### src/rtl/sar_pkg.sv
package sar_pkg;
  localparam int ADDR_W  = 7;
  localparam int BYTE_W  = ADDR_W + 1;
  localparam int NUM_RES = 4;
  localparam int CODE_W  = 3;

  typedef enum logic [CODE_W-1:0] {
    MC_NONE   = 3'd0,
    MC_OWN    = 3'd1,
    MC_GCALL  = 3'd2,
    MC_HOST   = 3'd3,
    MC_DEVDEF = 3'd4,
    MC_ALERT  = 3'd5
  } match_code_e;

  typedef struct packed {
    logic [ADDR_W-1:0] addr;
    logic              rw0_only;
  } res_entry_t;

  // Reserved entry i reports code MC_GCALL + i; the index order is the priority order.
  function automatic res_entry_t res_entry(input int idx);
    res_entry_t e;
    case (idx)
      0:       begin e.addr = 7'b0000000; e.rw0_only = 1'b1; end
      1:       begin e.addr = 7'b0001000; e.rw0_only = 1'b0; end
      2:       begin e.addr = 7'b1100001; e.rw0_only = 1'b0; end
      default: begin e.addr = 7'b0001100; e.rw0_only = 1'b0; end
    endcase
    return e;
  endfunction
endpackage

### src/rtl/sar_decode.sv
module sar_decode
  import sar_pkg::*;
#(
  parameter int AW = ADDR_W,
  parameter int NR = NUM_RES
) (
  input  logic [AW:0]   rx_byte,
  input  logic [AW-1:0] own_addr,
  input  logic          en,
  input  logic [NR-1:0] res_en,
  output logic          hit,
  output match_code_e   code
);
  logic [NR-1:0] res_hit;
  logic          own_hit;

  assign own_hit = en && (rx_byte[AW:1] == own_addr);

  for (genvar i = 0; i < NR; i++) begin : g_res
    localparam res_entry_t ENT = res_entry(i);
    assign res_hit[i] = en && res_en[i] && (rx_byte[AW:1] == ENT.addr)
                        && (!ENT.rw0_only || !rx_byte[0]);
  end

  always_comb begin
    code = MC_NONE;
    for (int i = NR - 1; i >= 0; i--) begin
      if (res_hit[i]) code = match_code_e'(CODE_W'(i + 2));
    end
    if (own_hit) code = MC_OWN;
  end

  assign hit = own_hit || (|res_hit);
endmodule

### src/rtl/sar_flag.sv
module sar_flag (
  input  logic clk,
  input  logic rst_n,
  input  logic set,
  input  logic clr,
  input  logic hold_clear,
  output logic flag
);
  always_ff @(posedge clk) begin
    if (!rst_n)          flag <= 1'b0;
    else if (hold_clear) flag <= 1'b0;
    else if (set)        flag <= 1'b1;
    else if (clr)        flag <= 1'b0;
  end

  // a set event wins over a clear strobe in the same cycle
  a_r8_r9_set_wins: assert property (@(posedge clk) disable iff (!rst_n)
    (set && !hold_clear) |=> flag);
  // auto-clear keeps the flag at zero
  a_r8_r9_hold_zero: assert property (@(posedge clk) disable iff (!rst_n)
    hold_clear |=> !flag);
  // the flag only rises on a set event
  a_r8_r9_rise_on_set: assert property (@(posedge clk) disable iff (!rst_n)
    $rose(flag) |-> $past(set));
endmodule

### src/rtl/sar_alert.sv
module sar_alert (
  input  logic clk,
  input  logic rst_n,
  input  logic en,
  input  logic host_en,
  input  logic alert_en,
  input  logic alert_in_n,
  output logic alert_out_n,
  output logic ara_en,
  output logic alert_seen
);
  logic dev_alert;

  assign dev_alert   = en && !host_en && alert_en;
  assign alert_out_n = !dev_alert;
  assign ara_en      = dev_alert;

  always_ff @(posedge clk) begin
    if (!rst_n) alert_seen <= 1'b0;
    else        alert_seen <= en && host_en && alert_en && !alert_in_n;
  end

  // host mode never pulls the alert line
  a_r6_host_release: assert property (@(posedge clk) disable iff (!rst_n)
    host_en |-> alert_out_n);
  // an observed alert needs host mode with alert enabled
  a_r6_seen_needs_enable: assert property (@(posedge clk) disable iff (!rst_n)
    alert_seen |-> $past(alert_en && host_en && en));
endmodule

### src/rtl/smb_addr_recognizer.sv
module smb_addr_recognizer
  import sar_pkg::*;
(
  input  logic              clk,
  input  logic              rst_n,
  input  logic              en,
  input  logic [ADDR_W-1:0] own_addr,
  input  logic              gc_en,
  input  logic              host_en,
  input  logic              dev_en,
  input  logic              alert_en,
  input  logic              addr_auto_clr,
  input  logic              stop_auto_clr,
  input  logic              addr_irq_en,
  input  logic              addr_strobe,
  input  logic [BYTE_W-1:0] addr_byte,
  input  logic              stop_strobe,
  input  logic              addr_clr,
  input  logic              stop_clr,
  input  logic              alert_in_n,
  output logic              ack_valid,
  output logic              ack,
  output logic [CODE_W-1:0] match_code,
  output logic              match_flag,
  output logic              stop_flag,
  output logic              addr_irq,
  output logic              alert_out_n,
  output logic              alert_seen
);
  logic               ara_en;
  logic [NUM_RES-1:0] res_en;
  logic               hit;
  match_code_e        code;
  match_code_e        code_q;

  sar_alert u_alert (
    .clk        (clk),
    .rst_n      (rst_n),
    .en         (en),
    .host_en    (host_en),
    .alert_en   (alert_en),
    .alert_in_n (alert_in_n),
    .alert_out_n(alert_out_n),
    .ara_en     (ara_en),
    .alert_seen (alert_seen)
  );

  assign res_en = {ara_en, dev_en, host_en, gc_en};

  sar_decode #(.AW(ADDR_W), .NR(NUM_RES)) u_decode (
    .rx_byte (addr_byte),
    .own_addr(own_addr),
    .en      (en),
    .res_en  (res_en),
    .hit     (hit),
    .code    (code)
  );

  always_ff @(posedge clk) begin
    if (!rst_n) begin
      ack_valid <= 1'b0;
      ack       <= 1'b0;
      code_q    <= MC_NONE;
    end else begin
      ack_valid <= addr_strobe;
      ack       <= addr_strobe && hit;
      code_q    <= addr_strobe ? code : MC_NONE;
    end
  end
  assign match_code = code_q;

  sar_flag u_match_flag (
    .clk       (clk),
    .rst_n     (rst_n),
    .set       (addr_strobe && hit),
    .clr       (addr_clr),
    .hold_clear(!en || addr_auto_clr),
    .flag      (match_flag)
  );

  sar_flag u_stop_flag (
    .clk       (clk),
    .rst_n     (rst_n),
    .set       (stop_strobe && en),
    .clr       (stop_clr),
    .hold_clear(!en || stop_auto_clr),
    .flag      (stop_flag)
  );

  assign addr_irq = match_flag && addr_irq_en;

  // a decision follows every strobe one clock later
  a_r7_valid_follows: assert property (@(posedge clk) disable iff (!rst_n)
    addr_strobe |=> ack_valid);
  // a refused byte reports no source
  a_r7_nack_no_code: assert property (@(posedge clk) disable iff (!rst_n)
    (ack_valid && !ack) |-> (match_code == MC_NONE));
  // nothing is acknowledged while disabled
  a_r10_disabled_nack: assert property (@(posedge clk) disable iff (!rst_n)
    ack |-> $past(en));
  // the match flag rises together with an acknowledge
  a_r8_flag_with_ack: assert property (@(posedge clk) disable iff (!rst_n)
    $rose(match_flag) |-> ack);
endmodule

### config.mk
export PLATFORM = sky130hd
export DESIGN_NAME = smb_addr_recognizer
export DESIGN_NICKNAME = d
export VERILOG_FILES = /design/src/rtl/sar_pkg.sv /design/src/rtl/sar_decode.sv /design/src/rtl/sar_flag.sv /design/src/rtl/sar_alert.sv /design/src/rtl/smb_addr_recognizer.sv
export SDC_FILE = /design/constraint.sdc
export NUM_CORES = 1
export LEC_CHECK = 0
export CAP_MARGIN = 0
export CORE_MARGIN = 2
export CORE_UTILIZATION = 30
export CTS_CLUSTER_SIZE = 20
export DETAILED_ROUTE_END_ITERATION = 6
export PLACE_DENSITY = 0.74
export SETUP_SLACK_MARGIN = 0.3
export SLEW_MARGIN = 20
export SYNTH_ARGS = -nofsm -noshare
export SYNTH_HDL_FRONTEND = slang
export SYNTH_SLANG_ARGS = --single-unit
export TNS_END_PERCENT = 1
### constraint.sdc
create_clock -name clk -period 1.3 [get_ports clk]
set_input_delay 0.195 -clock clk [delete_from_list [all_inputs] [get_ports clk]]
set_output_delay 0.195 -clock clk [all_outputs]
set_load 0.01 [all_outputs]
* Word level (Yosys, flattened, before mapping) *
Index checks and enable logic that the tools add are counted.

storage, ports and cells
  register bits = 8
  input bits = 30
  output and inout port bits = 10
  word-level logic and storage cells = 57

cells by class
  eq/ne operators = 4
  mux-type cells = 9
  bitwise logic cells = 2
  reduce and logical (&&, ||, !) cells = 34

operators with widths
  kind                count
  $logic_and 1x1->1   17
  $eq 7x4->1 const B  2
  $eq 7x7->1          1
  $eq 7x7->1 const B  1
  $logic_not 7->1     1
  $mux 3              2
  $logic_not 1->1     5
  $mux 1              5
  $reduce_or 5->1     1
  $mux 2              2
  $reduce_bool 2->1   2
  $reduce_or 2->1     2
  $reduce_or 4->1     1
  $logic_or 1x1->1    3
  $reduce_or 3->1     1
  $not 1->1           2
  $reduce_and 2->1    1

* Longest topological paths before layout *
Gate-level depths: netlist (run 1).

  word-level depth = 10
  depth in mapped cells = 4
  depth with buffers taken out = 4

* By module *
A second synthesis (run 1) with hierarchy kept.

second synthesis, totals
  cell total of the unflattened synthesis = 54
  area total of the unflattened synthesis = 498.0 µm²

modules (own cells, without submodules)
  module               times used  cells each  area an instance (µm²)  sequential area each (µm²)
  sar_decode           1           25          210.2                   0.0
  smb_addr_recognizer  1           15          165.2                   100.1
  sar_flag             2           4           40.0                    20.0
  sar_alert            1           6           42.5                    20.0

* Worst setup path before layout (run 1) *
Ideal clock, no wire load.

  path type = input-to-reg
  from = input port addr_byte[5]
  to = register code_q[2] (netlist: match_code[2])
  library setup time = 0.122 ns
  data arrival time = 0.853 ns
  data required time = 1.178 ns
  path slack = 0.325 ns
  cell stages on the path = 4
  buffers on the path = 0
  cells stage by stage = nor4b_4 -> o211ai_1 -> o21a_1 -> nor3b_2

on the way
  cells in the longest elaborated chain, start to end = 4
  elaborated cells on any way between the ends = 14
  those cells by class = eq/ne: 4; mux: 2; reduce/logical: 8

RTL lines
  element                                        line                                source
  from (decl)                                    smb_addr_recognizer.sv:16           input logic [BYTE_W-1:0] addr_byte,
  $eq 7x4->1 or $logic_not 7->1 (tied branches)  sar_decode.sv:21                    assign res_hit[i] = en && res_en[i] && (rx_byte[AW:1] == ENT.addr)
  $logic_and 1x1->1                              sar_decode.sv:21
  $mux 3 or $logic_and 1x1->1 (tied branches)    sar_decode.sv:28, sar_decode.sv:22
  $mux 3 or $reduce_or 5->1 (tied branches)      -
  to (signal assigned)                           smb_addr_recognizer.sv:67           code_q <= addr_strobe ? code : MC_NONE;
  to (decl)                                      smb_addr_recognizer.sv:34           match_code_e code_q;

Several ways; a longest one is shown, not always the timed one.
A chain may end at the register's enable or synchronous reset.

* Final worst setup path (run 1) *
  from = input port addr_byte[6]
  to = register ack

on the way
  cells in the longest elaborated chain, start to end = 6
  elaborated cells on any way between the ends = 14
  those cells by class = eq/ne: 4; reduce/logical: 10

RTL lines
  element               line                       source
  $logic_not 7->1       sar_decode.sv:21
  $logic_and 1x1->1     sar_decode.sv:21
  $logic_and 1x1->1     sar_decode.sv:22           && (!ENT.rw0_only || !rx_byte[0]);
  $reduce_or 4->1       sar_decode.sv:33           assign hit = own_hit || (|res_hit);
  $logic_or 1x1->1 *    sar_decode.sv:33
  $logic_and 1x1->1 *   smb_addr_recognizer.sv:66  ack <= addr_strobe && hit;
  to (signal assigned)  smb_addr_recognizer.sv:66
  to (decl)             smb_addr_recognizer.sv:22  output logic ack,

Mark *: on every way between the ends. The rest lies on a longest branch, timed or not.

==> results.py, run 1 <==
metrics = {
    "sta": {
        "setup_viol": 0,
        "slew_headroom_pct": 85.4,
        "setup_ws_ps": 260,
        "slew_viol_final": 0,
        "fmax_mhz": 962,
        "skew_ps": 0,
        "fin_crit_sh_pct": 80.0,
        "period_needed_ps": 1040,
        "hold_violations": 0,
        "rsz0062_at_grt": "yes",
        "worstMarginPinSlew_ps": 218,
    },
    "floorplan": {
        "dieArea_um2": 1890,
        "core-area_um2": 1490,
        "io_pins": 40,
        "chipWidth_um": 43.4,
        "die_height_um": 43.4,
        "row_count": 14,
        "start_util_pct": 31.3,
    },
    "logic_synthesis": {
        "async_flop_share_pct": 0,
        "syn_avg_cell_area_um2": 9.33,
        "synth-compound-area-share_pct": 13.1,
        "yosysTopAreaCell": "dfxtp_1",
        "synthSimpleGateAreaFrac_pct": 34.6,
        "synth_xor_xnor_area_share_pct": 13.1,
        "synth_seq_cells": 8,
        "synth_top_family_by_area": "simple AND/OR/NAND/NOR gates",
        "synth_area_leaders": "dfxtp_1 (34%), xnor2_1 (13%), nor4b_4 (5.1%), a41oi_2 (3.5%), a21oi_1 (3.2%)",
        "synth_fp_nets": 80,
        "ys_top_cells_by_count": "dfxtp_1 (8), xnor2_1 (7), nand2_1 (4)",
        "synth_mux_area_share_pct": 2.41,
        "synth_edf_count": 0,
        "yosys.area_share.adder_pct": 0,
        "syn_area_um2": 467,
        "yosys.cell_count.top_type": "dfxtp_1",
        "synthDominantCellAreaShare_pct": 34.3,
        "seq_area_frac_synth_pct": 34.3,
        "synthCells": 50,
        "synth_flop_cell": "dfxtp_1",
        "yosysWarnings": 0,
        "yosysUniqueCellTypes": 25,
    },
    "worst_setup_path": {
        "path_max_fanout": 3,
        "criticalPathCategory": "in2reg",
        "required_ps": 1430,
        "end_kind": "register",
        "reg2reg_depth": 3,
        "worst_setup_path_start_kind": "input port",
        "crit_arrival_ps": 1170,
    },
    "route": {
        "wl_um": 1410,
        "via_per_inst": 4.70,
        "vias": 545,
        "dr.pass1.iters": 1,
        "route.detailed.drc": 0,
        "drtIter0Drc": 0,
        "wl_per_cell_um": 12.1,
        "drtAntennaViolNets": 0,
    },
    "power": {
        "power_density_nw_per_um2": 613,
        "vdd_ir_drop_max_mv": 0.292,
        "leakagePower_uw": 0.000504,
    },
    "layout": {
        "area_delta_synth_final_pct": 112,
        "register_area_um2": 161,
        "drive_gt1_share_pct": 30.0,
        "n_antenna_cell": 0,
        "finalNonFillerCells": 116,
        "multiInputGateArea_um2": 337,
        "fin_nets": 132,
        "nFillCells": 141,
    },
    "place": {
        "place_ws_ps": -311,
        "io_buffers": 39,
        "gp_congestion": 0.731,
        "dpl.hpwl_um": 1180,
        "place_inst": 112,
    },
    "clocking": {
        "numCtsBuffers": 3,
        "cts_max_path_buffers": 2,
        "ctsHoldBuffers": 0,
        "cts.sinks": 8,
        "cts_tree": "yes",
        "cts_htree_levels": 1,
        "clk_pin_slew_worst_paths_ps": 60,
        "cts_root_buf": "clkbuf_4",
        "clk_latency_ps": 250,
    },
    "global_route": {
        "grt_overflow": 0,
        "grt_max_degree": 6,
        "grt_pass1_wl_um": 2190,
        "grt_usage_pct": 15.8,
        "antenna_found_initial": 0,
        "first_global_vias": 553,
    },
    "worst_hold_path": {
        "holdPathStages": 3,
        "hold_path.class": "in2reg",
    },
    "run_status": {
        "run_status": "finished clean",
    },
    "run": {
        "cap_violations": 0,
    },
}
==> path summary, 6_finish.rpt <==
| path | startpoint | to | slack, ps |
|---|---|---|---|
| setup reg to reg | u_match_flag.flag | u_match_flag.flag | 400 |
| hold / removal | alert_en | u_alert.alert_seen | 320 |
| hold reg to reg | u_stop_flag.flag | u_stop_flag.flag | 520 |
| setup / recovery | addr_byte[6] | ack | 260 |
==> through the flow <==
step / area, µm² / total power, µW / hold WS [ps] / TNS, ps / utilization [%]
final: 987 / 605 / 324 / 0 / 66.3
after global routing: 987 / 632 / 347 / 0 / 66.3
after CTS: 932 / 613 / 324 / 0 / 62.6
after detailed placement: 930 / 435 / 521 / -1940 / 62.4
after global placement: 930 / 433 / 507 / -1810 / 62.4
after floorplan: 467 / 301 / 272 / 0 / -
==> state kept, by name (all words and copies together), names as in the netlist <==
| signal | count |
|---|---|
| match_code | 3 |
| ack | 1 |
| ack_valid | 1 |
| u_alert.alert_seen | 1 |
| u_match_flag.flag | 1 |
| u_stop_flag.flag | 1 |
==> cell families after synthesis <==
group / Yosys count
mux: 1
buf+inv: 3
flops: 8
simple gates: 23
xor+xnor: 7
compound gates: 8
==> worst max-delay path: stages <==
cell	delay, ps
dlygate4sd2_1	270
and4b_1	220
and3_4	180
a41oi_4	200
a21oi_1	90
==> power by group <==
group | internal [µW] | switching, µW
clock network | 105 | 81.8
logic | 107 | 61.5
registers | 249 | 0.740
==> area by class of cell <==
| cell class | instances | area share (%) |
|---|---|---|
| repair buffers | 47 | 44.1 |
| flip-flops and latches | 8 | 16.3 |
| inverters | 3 | 1.14 |
| multi-input cells | 39 | 34.1 |
| clock buffers | 3 | 2.28 |
| well taps | 16 | 2.03 |
==> cells in the final DEF (no fill, tap or decap), drive strengths merged, types with 2 or more instances in the layout <==
cell | Yosys | routed
dfxtp | 8 | 8
xnor2 | 7 | 7
nand2 | 4 | 4
nand4 | 2 | 2
buf | 0 | 10
a21oi | 3 | 3
clkbuf | 0 | 8
clkdlybuf4s50 | 0 | 9
dlymetal6s2s | 0 | 10
clkdlybuf4s15 | 0 | 4
nor3 | 3 | 3
and2 | 2 | 2
and3 | 2 | 2
nor3b | 3 | 3
dlygate4sd2 | 0 | 9
inv | 3 | 3
==> per-layer routing <==
| layer | global-route usage [%] | up-vias | share of wire (%) |
|---|---|---|---|
| li1 | - | 279 | - |
| met1 | 16.2 | 229 | 38 |
| met2 | 28.1 | 35 | 50 |
| met3 | 3.75 | 2 | 11 |
| met4 | 10.9 | 0 | 1.1 |
| met5 | 0 | - | 0 |
==> what timing repair did <==
action | CTS | global route
pin swaps | 1 | 12
cloned | 0 | 0
resized for setup | 29 | 31
setup endpoints to repair | 15 | 15
setup buffers | 0 | 1
Note: power is estimated with default switching activity, not from simulation.
==> run 2: changes to the inputs <==
clock period = 1 ns   (was 1.3 ns; I/O delays follow)
==> results.py, run 2 (synthesized netlist as in run 1, its figures left out) <==
metrics = {
    "sta": {
        "worstMarginPinSlew_ps": 234,
        "skew_ps": 0,
        "period_needed_ps": 984,
        "fin_crit_sh_pct": 98.4,
        "hold_violations": 0,
        "setup_viol": 0,
        "slew_headroom_pct": 84.4,
        "fin_hold_ws_ps": 148,
        "slew_viol_final": 0,
        "tns_ps": 0,
        "fmax_mhz": 1020,
        "rsz0062_at_grt": "yes",
    },
    "route": {
        "drtAntennaViolNets": 0,
        "wl_um": 1440,
        "vias": 568,
        "wl_per_cell_um": 12.5,
        "dr.pass1.iters": 4,
        "route.detailed.drc": 0,
        "drtIter0Drc": 2,
        "via_per_inst": 4.94,
    },
    "worst_hold_path": {
        "hp-start": "alert_en",
        "hold_path.class": "in2reg",
        "holdPathStages": 3,
        "hold_path_end": "u_alert.alert_seen",
    },
    "clocking": {
        "clk_pin_slew_worst_paths_ps": 50,
        "numCtsBuffers": 3,
        "cts_max_path_buffers": 2,
        "ctsHoldBuffers": 0,
        "cts_htree_levels": 1,
        "post-cts-setup-buffers": 0,
        "cts.sinks": 8,
        "cts_tree": "yes",
        "clk_latency_ps": 250,
        "cts_root_buf": "clkbuf_4",
    },
    "floorplan": {
        "start_util_pct": 31.3,
        "dieArea_um2": 1890,
        "io_pins": 40,
        "chipWidth_um": 43.4,
        "die_height_um": 43.4,
        "core-area_um2": 1490,
        "row_count": 14,
    },
    "layout": {
        "finalNonFillerCells": 115,
        "drive_gt1_share_pct": 50.5,
        "final_area_um2": 996,
        "area_delta_synth_final_pct": 113,
        "multiInputGateArea_um2": 375,
        "largest_register_ffs": 3,
        "register_area_um2": 164,
        "nFillCells": 135,
        "fin_nets": 131,
        "n_antenna_cell": 0,
        "mostFrequentLayoutCells": "buf_2 (8), buf_4 (8), xnor2_1 (6), clkdlybuf4s50_1 (6), clkdlybuf4s15_1 (6)",
    },
    "worst_setup_path": {
        "r2r_setup_slack_ps": 100,
        "worst_setup_path_start_kind": "register",
        "cp_cell_sequence": "and2_4 -> buf_6",
        "worstReg2RegStart": "u_match_flag.flag",
        "criticalPathCategory": "reg2out",
        "path_max_fanout": 3,
        "required_ps": 850,
        "crit_arrival_ps": 830,
        "reg2reg_depth": 3,
        "crit_buf_inv": 1,
        "cp_top_family": "flip-flops",
        "slowest_stage": "dfxtp_2",
        "rr_endpoint": "u_match_flag.flag",
        "end_kind": "primary output",
        "critPathMaxStageDelay_ps": 320,
        "cp-startpoint": "u_match_flag.flag",
    },
    "power": {
        "leakagePower_uw": 0.000457,
        "vdd_ir_drop_max_mv": 0.447,
        "power_density_nw_per_um2": 807,
        "finalPower_uw": 804,
    },
    "global_route": {
        "grt_pass1_wl_um": 2260,
        "grt_max_degree": 6,
        "grt.busiest_layer": "met2",
        "use_met1_pct": 14.7,
        "grt_overflow": 0,
        "use_met3_pct": 4.17,
        "grt_use_met2_pct": 29.9,
        "first_global_vias": 588,
        "antenna_found_initial": 0,
        "grt_usage_pct": 16.2,
    },
    "place": {
        "gp_congestion": 0.747,
        "place_area_um2": 930,
        "dpl.hpwl_um": 1080,
        "io_buffers": 39,
        "place_inst": 112,
    },
    "run": {
        "cap_violations": 0,
    },
    "run_status": {
        "run_status": "finished clean",
    },
}
[run 2: stage by stage]
step	worst slack, ps	util (%)
final	16.2	66.9
after global routing	-13.2	66.9
after global placement	-571	62.4
after CTS	16.9	63.9
after detailed placement	-545	62.4
after floorplan	72.1	-
[run 2: what timing repair did]
item / in CTS / in global routing
endpoints found under the setup margin: 18 / 18
resized for setup: 55 / 72
pin swaps: 15 / 18
[run 2: worst max-delay path by stage]
stage	slack, ps	to	depth (start not counted)
finish	20	addr_irq	2
global route	-10	addr_irq	2
CTS	20	addr_irq	2
detailed placement	-540	u_match_flag.flag	5
global placement	-570	u_match_flag.flag	5
floorplan	70	match_code[2]	4
[run 2: routing by layer]
| metal | share of wire, % | vias to the layer above |
|---|---|---|
| met2 | 51 | 37 |
| met4 | 3.6 | 0 |
| met3 | 12 | 7 |
| met5 | 0 | - |
| li1 | - | 277 |
| met1 | 34 | 247 |
[run 2: layout make-up]
type | count | area share [%]
inverters | 3 | 1.13
multi-input cells | 39 | 37.7
repair buffers | 46 | 40.5
flip-flops and latches | 8 | 16.5
well taps | 16 | 2.01
clock buffers | 3 | 2.26
[run 2: worst min-delay path, stage by stage]
cell	delay (ps)
buf_6	90
nand2_1	80
nor3_2	40
[run 2: power by group]
group / switching (µW) / internal, µW / total [µW] / leakage [µW]
Combinational: 88.7 / 144 / 233 / 0.000377
Sequential: 1.37 / 324 / 325 / 0.0000663
Clock: 109 / 137 / 246 / 0.0000138
Total: 199 / 605 / 804 / 0.000457
